==> src/rtl/hmp_pkg.sv <==
package hmp_pkg;
   typedef enum logic [1:0] {
      ST_IDLE = 2'd0,
      ST_REQ  = 2'd1,
      ST_CAP  = 2'd2,
      ST_FIN  = 2'd3
   } hmp_state_e;
endpackage

==> src/rtl/hmp_ctrlreg.sv <==
module hmp_ctrlreg #(
   parameter int AW     = 14,
   parameter int DW     = 16,
   parameter int OVL_W  = 4,
   parameter bit OVL_EN = 1'b1
) (
   input  logic             clk,
   input  logic             rst_n,
   input  logic             latch_en,
   input  logic [DW-1:0]    bus,
   input  logic             inc,
   output logic [AW-1:0]    addr,
   output logic             pm_sel,
   output logic [OVL_W-1:0] ovl
);
   localparam int KIND_BIT  = DW - 1;
   localparam int SPACE_BIT = DW - 2;

   logic is_ovl;
   assign is_ovl = bus[KIND_BIT];

   always_ff @(posedge clk or negedge rst_n) begin
      if (!rst_n) begin
         addr   <= '0;
         pm_sel <= 1'b0;
      end else if (latch_en && !is_ovl) begin
         addr   <= bus[AW-1:0];
         pm_sel <= bus[SPACE_BIT];
      end else if (inc) begin
         addr   <= addr + 1'b1;
      end
   end

   generate
      if (OVL_EN) begin : g_ovl
         logic [OVL_W-1:0] ovl_q;
         always_ff @(posedge clk or negedge rst_n) begin
            if (!rst_n)                 ovl_q <= '0;
            else if (latch_en && is_ovl) ovl_q <= bus[OVL_W-1:0];
         end
         assign ovl = ovl_q;
      end else begin : g_no_ovl
         assign ovl = '0;
      end
   endgenerate
endmodule

==> src/rtl/hmp_seq.sv <==
module hmp_seq
   import hmp_pkg::*;
(
   input  logic clk,
   input  logic rst_n,
   input  logic start_wr,
   input  logic start_rd,
   input  logic pm_sel,
   input  logic clr_half,
   input  logic mgnt,
   output logic mreq,
   output logic mwe,
   output logic inc,
   output logic ack,
   output logic ld_hi,
   output logic ld_wd,
   output logic ld_lo,
   output logic ld_cap
);
   hmp_state_e st_q, st_d;
   logic       half_q;
   logic       we_q;
   logic       idle;

   assign idle   = (st_q == ST_IDLE);
   assign ld_hi  = idle && start_wr && pm_sel && !half_q;
   assign ld_wd  = idle && start_wr && !(pm_sel && !half_q);
   assign ld_lo  = idle && start_rd && pm_sel && half_q;
   assign ld_cap = (st_q == ST_CAP);
   assign mreq   = (st_q == ST_REQ);
   assign mwe    = we_q;
   assign ack    = !idle;
   assign inc    = ld_lo
                 | ((st_q == ST_REQ) && mgnt && we_q)
                 | (ld_cap && !pm_sel);

   always_comb begin
      st_d = st_q;
      unique case (st_q)
         ST_IDLE: begin
            if (ld_hi || ld_lo)          st_d = ST_FIN;
            else if (ld_wd || start_rd)  st_d = ST_REQ;
         end
         ST_REQ:  if (mgnt) st_d = we_q ? ST_FIN : ST_CAP;
         ST_CAP:  st_d = ST_FIN;
         ST_FIN:  st_d = ST_IDLE;
         default: st_d = ST_IDLE;
      endcase
   end

   always_ff @(posedge clk or negedge rst_n) begin
      if (!rst_n) begin
         st_q   <= ST_IDLE;
         half_q <= 1'b0;
         we_q   <= 1'b0;
      end else begin
         st_q <= st_d;
         if (clr_half)                half_q <= 1'b0;
         else if (ld_hi)              half_q <= 1'b1;
         else if (ld_wd || ld_lo)     half_q <= 1'b0;
         else if (ld_cap && pm_sel)   half_q <= 1'b1;
         if (ld_wd)                   we_q <= 1'b1;
         else if (idle && start_rd)   we_q <= 1'b0;
      end
   end
endmodule

==> src/rtl/hmp_dpath.sv <==
module hmp_dpath #(
   parameter int DW = 16,
   parameter int PW = 24
) (
   input  logic          clk,
   input  logic          rst_n,
   input  logic [DW-1:0] bus,
   input  logic          pm_sel,
   input  logic          ld_hi,
   input  logic          ld_wd,
   input  logic          ld_lo,
   input  logic          ld_cap,
   input  logic [PW-1:0] mrdata,
   output logic [PW-1:0] mwdata,
   output logic [DW-1:0] rd_out
);
   localparam int LOW_W = PW - DW;

   logic [DW-1:0]    hi_q;
   logic [PW-1:0]    wd_q;
   logic [LOW_W-1:0] lo_q;
   logic [DW-1:0]    rd_q;

   always_ff @(posedge clk or negedge rst_n) begin
      if (!rst_n) begin
         hi_q <= '0;
         wd_q <= '0;
         lo_q <= '0;
         rd_q <= '0;
      end else begin
         if (ld_hi) hi_q <= bus;
         if (ld_wd) wd_q <= pm_sel ? {hi_q, bus[LOW_W-1:0]}
                                   : {{(PW-DW){1'b0}}, bus};
         if (ld_cap) begin
            lo_q <= mrdata[LOW_W-1:0];
            rd_q <= pm_sel ? mrdata[PW-1 -: DW] : mrdata[DW-1:0];
         end else if (ld_lo) begin
            rd_q <= {{(DW-LOW_W){1'b0}}, lo_q};
         end
      end
   end

   assign mwdata = wd_q;
   assign rd_out = rd_q;
endmodule

==> src/rtl/hmp_port.sv <==
module hmp_port #(
   parameter int AW     = 14,
   parameter int DW     = 16,
   parameter int PW     = 24,
   parameter int OVL_W  = 4,
   parameter bit OVL_EN = 1'b1
) (
   input  logic             clk,
   input  logic             rst_n,
   input  logic             hsel_n,
   input  logic             hlatch,
   input  logic             hrd_n,
   input  logic             hwr_n,
   input  logic [DW-1:0]    hbus_in,
   output logic [DW-1:0]    hbus_out,
   output logic             hbus_oe,
   output logic             hack,
   output logic [OVL_W-1:0] ovl_out,
   output logic             mreq,
   output logic             mwe,
   output logic             mpm,
   output logic [AW-1:0]    maddr,
   output logic [PW-1:0]    mwdata,
   input  logic             mgnt,
   input  logic [PW-1:0]    mrdata
);
   initial begin
      if (PW <= DW || PW > 2 * DW) $error("hmp_port: PW must lie in (DW, 2*DW]");
      if (AW > DW - 2)             $error("hmp_port: AW must leave room for kind and space bits");
      if (OVL_W < 1 || OVL_W > AW) $error("hmp_port: OVL_W out of range");
   end

   logic acc_wr, acc_rd, used_q, start_wr, start_rd, latch_en;
   logic inc, ack, ld_hi, ld_wd, ld_lo, ld_cap, pm_sel;

   assign acc_wr   = !hsel_n && !hwr_n;
   assign acc_rd   = !hsel_n && !hrd_n;
   assign latch_en = !hsel_n && hlatch;
   assign start_wr = acc_wr && !used_q && !ack;
   assign start_rd = acc_rd && !acc_wr && !used_q && !ack;

   always_ff @(posedge clk or negedge rst_n) begin
      if (!rst_n)                    used_q <= 1'b0;
      else if (!(acc_wr || acc_rd))  used_q <= 1'b0;
      else if (start_wr || start_rd) used_q <= 1'b1;
   end

   hmp_ctrlreg #(.AW(AW), .DW(DW), .OVL_W(OVL_W), .OVL_EN(OVL_EN)) u_creg (
      .clk(clk), .rst_n(rst_n), .latch_en(latch_en), .bus(hbus_in),
      .inc(inc), .addr(maddr), .pm_sel(pm_sel), .ovl(ovl_out)
   );

   hmp_seq u_seq (
      .clk(clk), .rst_n(rst_n), .start_wr(start_wr), .start_rd(start_rd),
      .pm_sel(pm_sel), .clr_half(latch_en), .mgnt(mgnt), .mreq(mreq),
      .mwe(mwe), .inc(inc), .ack(ack), .ld_hi(ld_hi), .ld_wd(ld_wd),
      .ld_lo(ld_lo), .ld_cap(ld_cap)
   );

   hmp_dpath #(.DW(DW), .PW(PW)) u_dp (
      .clk(clk), .rst_n(rst_n), .bus(hbus_in), .pm_sel(pm_sel),
      .ld_hi(ld_hi), .ld_wd(ld_wd), .ld_lo(ld_lo), .ld_cap(ld_cap),
      .mrdata(mrdata), .mwdata(mwdata), .rd_out(hbus_out)
   );

   assign hack    = ack;
   assign mpm     = pm_sel;
   assign hbus_oe = acc_rd;
endmodule

==> config.mk <==
export PLATFORM = sky130hd
export DESIGN_NAME = hmp_port
export DESIGN_NICKNAME = d
export VERILOG_FILES = /design/src/rtl/hmp_pkg.sv /design/src/rtl/hmp_ctrlreg.sv /design/src/rtl/hmp_seq.sv /design/src/rtl/hmp_dpath.sv /design/src/rtl/hmp_port.sv
export SDC_FILE = /design/constraint.sdc
export NUM_CORES = 1
export LEC_CHECK = 0
export BUFFER_PORTS_ARGS = -buffer_cell sky130_fd_sc_hd__buf_2
export CELL_PAD_IN_SITES_DETAIL_PLACEMENT = 0
export CELL_PAD_IN_SITES_GLOBAL_PLACEMENT = 1
export CORE_ASPECT_RATIO = 1.25
export CORE_MARGIN = 4
export CORE_UTILIZATION = 40
export DETAILED_ROUTE_END_ITERATION = 8
export PLACE_DENSITY = 0.91
export SLEW_MARGIN = 10
export SYNTH_ARGS = -nofsm -noshare
export SYNTH_HDL_FRONTEND = slang
export SYNTH_SLANG_ARGS = --single-unit
==> constraint.sdc <==
create_clock -name clk -period 2.65 [get_ports clk]
set_input_delay 0.265 -clock clk [delete_from_list [all_inputs] [get_ports clk]]
set_output_delay 0.265 -clock clk [all_outputs]
set_load 0.01 [all_outputs]
# After elaboration in Yosys (flattened, before gate mapping)
# Index checks and enable logic that the tools add are counted.
op_classes:
  addsub: 1
  eq_ne: 6
  n_mux: 19
  n_bitwise: 2
  n_reduce_logical: 43
ops:
  columns: ["operator", "n"]
  rows:
  - ["$mux 16", 3]
  - ["$mux 14", 2]
  - ["$mux 24", 1]
  - ["$logic_and 1x1->1", 22]
  - ["$add 14x1->14 const B", 1]
  - ["$logic_not 1->1", 10]
  - ["$mux 1", 9]
  - ["$pmux 2 s4", 1]
  - ["$mux 2", 3]
  - ["$reduce_bool 2->1", 3]
  - ["$logic_or 1x1->1", 5]
  - ["$eq 2x2->1 const B", 2]
  - ["$ne 2x1->1 const B", 2]
  - ["$reduce_bool 4->1", 1]
  - ["$ne 3x3->1 const B", 1]
  - ["$eq 2x1->1 const B", 1]
  - ["$logic_not 2->1", 1]
  - ["$or 1x1->1", 2]
  - ["$reduce_and 2->1", 1]
totals:
  ff_bits: 88
  input_bits: 47
  out_inout_bits: 63
  word_cells: 82

# Depth between registers and ports, before layout
# Gate-level depths: netlist (run 1).
logic_depth:
  ltp_word: 13
  ltp_mapped: 8
  depth_no_buf: 7

# Modules after synthesis
# Synthesis (run 1) repeated with hierarchy kept, for this count alone.
unflattened:
  hier_cells: 340
  hier_area_um2: 4150.2
modules_own_cells:
  columns: ["module", "instances", "cells_each", "area_per_inst_um2", "seq_area_each_um2"]
  rows:
  - ["hmp_dpath", 1, 199, 2743.9, 1601.5]
  - ["hmp_ctrlreg", 1, 95, 992.2, 475.5]
  - ["hmp_seq", 1, 38, 342.8, 100.1]
  - ["hmp_port", 1, 8, 71.3, 25.0]

# Worst setup path after synthesis (run 1)
# OpenSTA, ideal clock, no wires.
synth_timing:
  path_kind: "flip-flop to flip-flop"
  startpoint: "register u_seq.st_q[0]"
  endpoint: "register u_creg.addr[13]"
  arrival_time_ns: 2.128
  required_ns: 2.581
  setup_slack_ns: 0.453
  path_stages_with_launch: 8
  synth_period_minus_slack_ns: 2.197
  cell_sequence: "dfrtp_1 -> inv_1 -> ha_1 -> or3b_4 -> nor3_4 -> nor2_2 -> or4_1 -> nand3_1"
synth_via:
  elab_chain_len: 8
  elab_cells_between_ends: 13
synth_rtl:
  columns: ["item", "line_no", "rtl"]
  rows:
  - ["from (decl)", "hmp_seq.sv:20", "hmp_state_e st_q, st_d;"]
  - ["from (signal assigned)", "hmp_seq.sv:57", "st_q <= st_d;"]
  - ["$logic_not 2->1", "hmp_seq.sv:25", "assign idle = (st_q == ST_IDLE);"]
  - ["$logic_and 1x1->1", "hmp_port.sv:40", "assign start_rd = acc_rd && !acc_wr && !used_q && !ack;"]
  - ["$logic_and 1x1->1 (3 in a row)", "hmp_seq.sv:28", "assign ld_lo = idle && start_rd && pm_sel && half_q;"]
  - ["$or 1x1->1", "hmp_seq.sv:34", "| ((st_q == ST_REQ) && mgnt && we_q)"]
  - ["$or 1x1->1 (*)", "hmp_seq.sv:35", "| (ld_cap && !pm_sel);"]
  - ["$reduce_bool 2->1 (no line) (*)", null, null]
  - ["to (signal assigned)", "hmp_ctrlreg.sv:27", "addr <= bus[AW-1:0];"]
  - ["to (signal assigned)", "hmp_ctrlreg.sv:30", "addr <= addr + 1'b1;"]
  - ["to (decl)", "hmp_ctrlreg.sv:12", "output logic [AW-1:0] addr,"]
# Every way passes the cells marked *; elsewhere a longest branch is shown, timed or not.
# A chain may end at the register's enable or synchronous reset.

# Worst setup path after layout (run 1)
layout_timing:
  startpoint: "register u_seq.st_q[0]"
  endpoint: "register u_creg.addr[11]"
# The elaborated chain is that of the path after synthesis.

==> results of run 1 <==
-- final cells by class --
type                            instances  share of cell area
Clock buffer                           12              0.0510
Clock inverter                          4              0.0104
Inverter                                6             0.00448
Multi-Input combinational cell        255               0.341
Sequential cell                        88               0.438
Tap cell                              126              0.0313
Timing Repair Buffer                  117               0.124
-- final timing paths --
| path | start | to |
|---|---|---|
| min in group asynchronous | rst_n | u_dp.rd_out[14]$_DFFE_PN0P_ |
| setup reg to reg | u_seq.st_q[0]$_DFFE_PN0P_ | u_creg.addr[11]$_DFFE_PN0P_ |
| max in group asynchronous | rst_n | u_creg.addr[7]$_DFFE_PN0P_ |
| hold / removal | hwr_n | used_q$_DFFE_PN0P_ |
| setup / recovery | u_seq.st_q[0]$_DFFE_PN0P_ | u_creg.addr[11]$_DFFE_PN0P_ |
| hold reg to reg | u_dp.mwdata[16]$_DFFE_PN0P_ | u_dp.mwdata[16]$_DFFE_PN0P_ |
-- Yosys cell counts, drive strengths merged --
cell type | n | area share
dfrtp | 88 | 0.55
nand2 | 52 | 0.049
mux2 | 37 | 0.10
o21ai | 30 | 0.039
nor2 | 27 | 0.026
mux2i | 17 | 0.042
clkbuf | 13 | 0.012
a31oi | 11 | 0.017
a211oi | 10 | 0.019
a21oi | 10 | 0.012
xor2 | 9 | 0.020
a31o | 8 | 0.017
and2 | 7 | 0.011
buf | 6 | 0.0075
nand3 | 6 | 0.0075
o2111ai | 6 | 0.013
and3 | 4 | 0.0062
ha | 4 | 0.012
inv | 4 | 0.0037
or3 | 4 | 0.0062
nor2b | 3 | 0.0047
clkinv | 2 | 0.0019
nand2b | 2 | 0.0031
nand4 | 2 | 0.0031
nor3 | 2 | 0.0053
a22oi | 1 | 0.0019
o211ai | 1 | 0.0019
or3b | 1 | 0.0028
or4 | 1 | 0.0019
-- registers in the layout, summed over array words and instances, names as in the netlist --
name,count
u_dp.lo_q,8
u_seq.half_q,1
u_dp.rd_out,16
u_seq.mwe,1
u_seq.st_q,2
u_creg.ovl,4
u_dp.mwdata,24
u_creg.addr,14
used_q,1
u_dp.hi_q,16
u_creg.pm_sel,1
-- cell families (layout without fill, tap and decap cells) --
group	after synthesis	after routing	share of synthesized area
adder cells (fa/ha/maj)	4	4	0.0125
buffers and inverters	25	139	0.0252
XOR/XNOR	9	9	0.0196
AO/OA/AOI/OAI	77	77	0.122
AND/OR/NAND/NOR	111	111	0.126
multiplexers	54	54	0.146
flip-flops	88	88	0.548
-- repair_timing --
item | in CTS | in global routing
hold buffers | 1 | 0
setup buffers | 0 | 0
endpoints found under the hold margin | 41 | 0
-- routing by layer --
layer / track usage / vias to the layer above
li1: - / 1524
met1: 0.212 / 1532
met2: 0.295 / 112
met3: 0.0552 / 13
met4: 0.0563 / 0
met5: 0 / -
-- through the flow --
stage | power, uW | utilization | setup slack [ns]
floorplan | 3520 | - | 0.453
global placement | 4210 | 0.485 | 0.377
detailed placement | 4310 | 0.485 | 0.242
CTS | 5630 | 0.518 | 0.196
global route | 5960 | 0.518 | 0.0243
finish | 5570 | 0.518 | 0.207
-- worst register-to-register path: cells and delay by family, from the launching register on --
| kind | cells | cell delay, ns |
|---|---|---|
| compound gates | 2 | 0.26 |
| xor+xnor | 1 | 0.19 |
| fa+ha+maj | 1 | 0.29 |
| buf+inv | 2 | 0.40 |
| flops | 1 | 0.39 |
| simple gates | 2 | 0.77 |
-- where the power goes --
| group | leakage, uW | switching, uW | total (uW) | internal [uW] |
|---|---|---|---|---|
| registers | 0.00108 | 376 | 2320 | 1940 |
| clock network | 0.000141 | 513 | 1290 | 782 |
| logic | 0.00116 | 1020 | 1960 | 933 |
| total | 0.00238 | 1910 | 5570 | 3660 |
==> flow_metrics.env, run 1 <==
export IMPL_die_x_um=97.6
export IMPL_hp_class="in -> reg"
export IMPL_drive_above_1_share=0.378
export IMPL_drv_slew=0
export IMPL_syn_area_um2=4020
export IMPL_p_leak_uw=0.00238
export IMPL_io_pins=110
export IMPL_final_common_cell="buf_2"
export IMPL_register_area_um2=2200
export IMPL_h_tree_depth=3
export IMPL_dpl_cell_area_um2=4710
export IMPL_skew_ns=0.00568
export IMPL_ir_drop_mv=0.586
export IMPL_grt_pass1_vias=3235
export IMPL_worst_hold_slack_ns=0.159
export IMPL_cts_tree="built"
export IMPL_cts_buffer_depth=2
export IMPL_die_h_um=120
export IMPL_period_share=0.922
export IMPL_cts_resized_gates=0
export IMPL_crit_type="reg -> reg"
export IMPL_drv_cap=0
export IMPL_final_cells=608
export IMPL_cp_start_kind="flip-flop"
export IMPL_cts_root_buf="clkbuf_16"
export IMPL_ys_seq_area_frac=0.548
export IMPL_gp_congestion=0.851
export IMPL_wirelength_um=9990
export IMPL_hold_path_cell_count=2
export IMPL_area_growth_synth_to_final_pct=25.3
export IMPL_avgSynthCellArea_um2=10.9
export IMPL_start_util=0.414
export IMPL_setup_viol=0
export IMPL_syn_inst=368
export IMPL_grt_max_degree=48
export IMPL_design_area_um2=5030
export IMPL_ff2ff_setup_slack_ns=0.21
export IMPL_topRoutingLayerUsed="met4"
export IMPL_worst_slew_pin_slew_ns=0.728
export IMPL_viasPerCell=5.23
export IMPL_port_buffers=109
export IMPL_die_area_um2=11700
export IMPL_yosys_register_bits=88
export IMPL_fin_setup_tns_ns=0
export IMPL_synth_cell_types=35
export IMPL_dp_cells=591
export IMPL_insertedDiodeCount=0
export IMPL_finalCriticalPeriod_ns=2.44
export IMPL_cts_sinks=88
export IMPL_dr_wl_met3_um=708
export IMPL_synth_nets=419
export IMPL_critical_path_buf_inv_count=2
export IMPL_ff2ff_path_depth=8
export IMPL_core_area_um2=9710
export IMPL_drt_iter0_drc=136
export IMPL_rsz0062_at_grt="false"
export IMPL_critPathArrivalTime_ns=2.62
export IMPL_grt_pass1_wl_um=16400
export IMPL_cp_depth=8
export IMPL_wl_met2_um=4860
export IMPL_power_density_nw_per_um2=1110
export IMPL_clock_latency_ns=0.34
export IMPL_wl_met1_um=4290
export IMPL_dr_pass1_iters=6
export IMPL_worstSetupEndpointType="flip-flop"
export IMPL_cp_top_family="simple AND/OR/NAND/NOR gates"
export IMPL_final_cell_mix="buf_2, dfrtp_1, nand2_1, mux2_2, o21ai_0"
export IMPL_cp_slowest_cell="or3b_4"
export IMPL_rows=40
export IMPL_yosysWarningCount=0
export IMPL_nNetsFinal=528
export IMPL_cts_reportedPaths_clkPinSlew_ns=0.06
export IMPL_critPathMaxStageDelay_ns=0.45
export IMPL_hold_viol=0
export IMPL_n_fill_cell=932
export IMPL_numCtsBuffers=9
export IMPL_outcome="complete, no violations"
export IMPL_multi_input_area_um2=1720
export IMPL_grt_antenna_before_repair=0
export IMPL_crit_chain="inv_1 -> ha_1 -> or3b_4 -> nor3_4 -> buf_4 -> o2111ai_1 -> xor2_1 -> a21oi_1"
export IMPL_clock_fmax_mhz=409
export IMPL_gr_total_overflow=0
export IMPL_worstPathRequired_ns=2.83
export IMPL_worst_path_max_fanout=15
export IMPL_grt_total_usage=0.175
export IMPL_drt_antenna_violating_nets=0
export IMPL_dp_hpwl_um=7370
export IMPL_slew_limit_headroom=0.515
export IMPL_via_count=3181
export IMPL_drc=0
export IMPL_wl_per_cell_um=16.4
Note: power is estimated with default switching activity, not from simulation.
==> run 2, diff against run 1 <==
CORE_ASPECT_RATIO = unset   (was 1.25)
==> run 2 against run 1 <==
Compared with the run above: worst hold slack got worse by 0.028 ns; cell count increased by 1.5%; via count increased by 1.5%; critical endpoint is now u_creg.addr[13]$_DFFE_PN0P_; routed wire length increased by 0.19%; total power decreased by 6.2%; setup slack got worse by 0.016 ns.
==> flow_metrics.env, run 2 (same netlist as run 1, synthesis figures left out) <==
export IMPL_finalCriticalPeriod_ns=2.46
export IMPL_die_area_um2=11700
export IMPL_final_cells=617
export IMPL_power_density_nw_per_um2=1060
export IMPL_slew_limit_headroom=0.502
export IMPL_port_buffers=109
export IMPL_grt_pass1_vias=3282
export IMPL_hp_class="in -> reg"
export IMPL_gr_total_overflow=0
export IMPL_r2r_start="u_seq.st_q[0]$_DFFE_PN0P_"
export IMPL_worst_slew_pin_slew_ns=0.746
export IMPL_fin_setup_tns_ns=0
export IMPL_holdPathEnd="used_q$_DFFE_PN0P_"
export IMPL_dp_cells=600
export IMPL_outcome="complete, no violations"
export IMPL_p_leak_uw=0.00235
export IMPL_setup_viol=0
export IMPL_start_util=0.411
export IMPL_insertedDiodeCount=0
export IMPL_register_area_um2=2200
export IMPL_hold_buffers=1
export IMPL_critPathArrivalTime_ns=2.77
export IMPL_r2r_end="u_creg.addr[13]$_DFFE_PN0P_"
export IMPL_ir_drop_mv=0.516
export IMPL_period_share=0.928
export IMPL_cts_sinks=88
export IMPL_crit_path_start="u_seq.st_q[0]$_DFFE_PN0P_"
export IMPL_io_pins=110
export IMPL_gp_congestion=0.804
export IMPL_drt_antenna_violating_nets=0
export IMPL_multi_input_area_um2=1720
export IMPL_numCtsBuffers=9
export IMPL_drv_slew=0
export IMPL_dp_hpwl_um=7260
export IMPL_viasPerCell=5.23
export IMPL_drv_cap=0
export IMPL_final_cell_mix="buf_2, dfrtp_1, nand2_1, mux2_2, o21ai_0"
export IMPL_via_count=3228
export IMPL_rows=36
export IMPL_clock_fmax_mhz=407
export IMPL_clock_latency_ns=0.37
export IMPL_ff2ff_path_depth=7
export IMPL_cts_tree="built"
export IMPL_skew_ns=0.0164
export IMPL_die_h_um=108
export IMPL_final_common_cell="buf_2"
export IMPL_wl_per_cell_um=16.2
export IMPL_hold_viol=0
export IMPL_grt_max_degree=57
export IMPL_ff2ff_setup_slack_ns=0.19
export IMPL_hold_path_cell_count=2
export IMPL_worst_path_max_fanout=11
export IMPL_postCtsSetupBuffers=0
export IMPL_grt_pass1_wl_um=16500
export IMPL_area_growth_synth_to_final_pct=23.3
export IMPL_h_tree_depth=3
export IMPL_crit_type="reg -> reg"
export IMPL_drt_iter0_drc=131
export IMPL_cts_buffer_depth=2
export IMPL_dr_pass1_iters=4
export IMPL_grt_antenna_before_repair=0
export IMPL_min_from="hrd_n"
export IMPL_n_fill_cell=922
export IMPL_cp_start_kind="flip-flop"
export IMPL_cts_resized_gates=0
export IMPL_cts_root_buf="clkbuf_8"
export IMPL_largest_register_ffs=24
export IMPL_nNetsFinal=530
export IMPL_worstPathRequired_ns=2.96
export IMPL_drive_above_1_share=0.382
export IMPL_wirelength_um=10000
export IMPL_drc=0
export IMPL_rsz0062_at_grt="false"
export IMPL_cts_reportedPaths_clkPinSlew_ns=0.10
export IMPL_fin_util=0.506
export IMPL_core_area_um2=9770
export IMPL_die_x_um=108
export IMPL_worstSetupEndpointType="flip-flop"
export IMPL_grt_total_usage=0.180
-- run 2: cell count changes in the layout (fill, tap and decap cells not counted), moves of 2 or more --
cell / before / now
clkbuf_8: 2 / 9
buf_4: 7 / 9
clkbuf_16: 9 / 0
inv_8: 0 / 2
clkinv_8: 0 / 2
clkinvlp_4: 3 / 0
inv_6: 0 / 2
-- run 2: worst max path at each step --
stage	to	slack [ns]	cells past startpoint
finish	u_creg.addr[13]$_DFFE_PN0P_	0.19	7
global route	u_creg.addr[13]$_DFFE_PN0P_	0.02	7
CTS	u_creg.addr[13]$_DFFE_PN0P_	0.19	7
detailed placement	u_creg.addr[13]$_DFFE_PN0P_	0.20	7
global placement	u_creg.addr[13]$_DFFE_PN0P_	0.30	7
floorplan	u_creg.addr[13]$_DFFE_PN0P_	0.45	7
-- run 2: power breakdown --
part           internal [uW]  switching, uW
registers               1940            390
logic                    939           1010
clock network            378            567
-- run 2: metrics by stage --
step                area [um^2]  worst slack [ns]  total power [uW]  hold slack (ns)
finish                     4950             0.190              5220            0.131
global route               4950            0.0169              5620            0.129
CTS                        4950             0.186              5290            0.116
detailed placement         4730             0.200              4330            0.377
global placement           4730             0.299              4230            0.370
floorplan                  4020             0.453              3520          -0.0306
-- run 2: metal layers --
| layer | up-vias | part of all wire | global-route usage |
|---|---|---|---|
| met5 | - | 0 | 0 |
| met2 | 96 | 0.48 | 0.290 |
| met3 | 10 | 0.067 | 0.0466 |
| met4 | 0 | 0.016 | 0.0541 |
| li1 | 1524 | - | - |
| met1 | 1598 | 0.43 | 0.240 |
-- run 2: cell type report --
type / instances / share of cell area
sequential: 88 / 0.445
multi-input combinational: 255 / 0.347
timing repair buffer: 119 / 0.129
tap: 133 / 0.0336
clock buffer: 9 / 0.0250
clock inverter: 7 / 0.0164
inverter: 6 / 0.00455
-- run 2: worst max-delay path, cell delays in order, from the launching register on --
cell,delay [ns]
dfrtp_1,0.39
inv_1,0.12
ha_1,0.29
or3b_4,0.44
nor3_4,0.44
nor2_2,0.13
or4_1,0.49
nand3_1,0.09
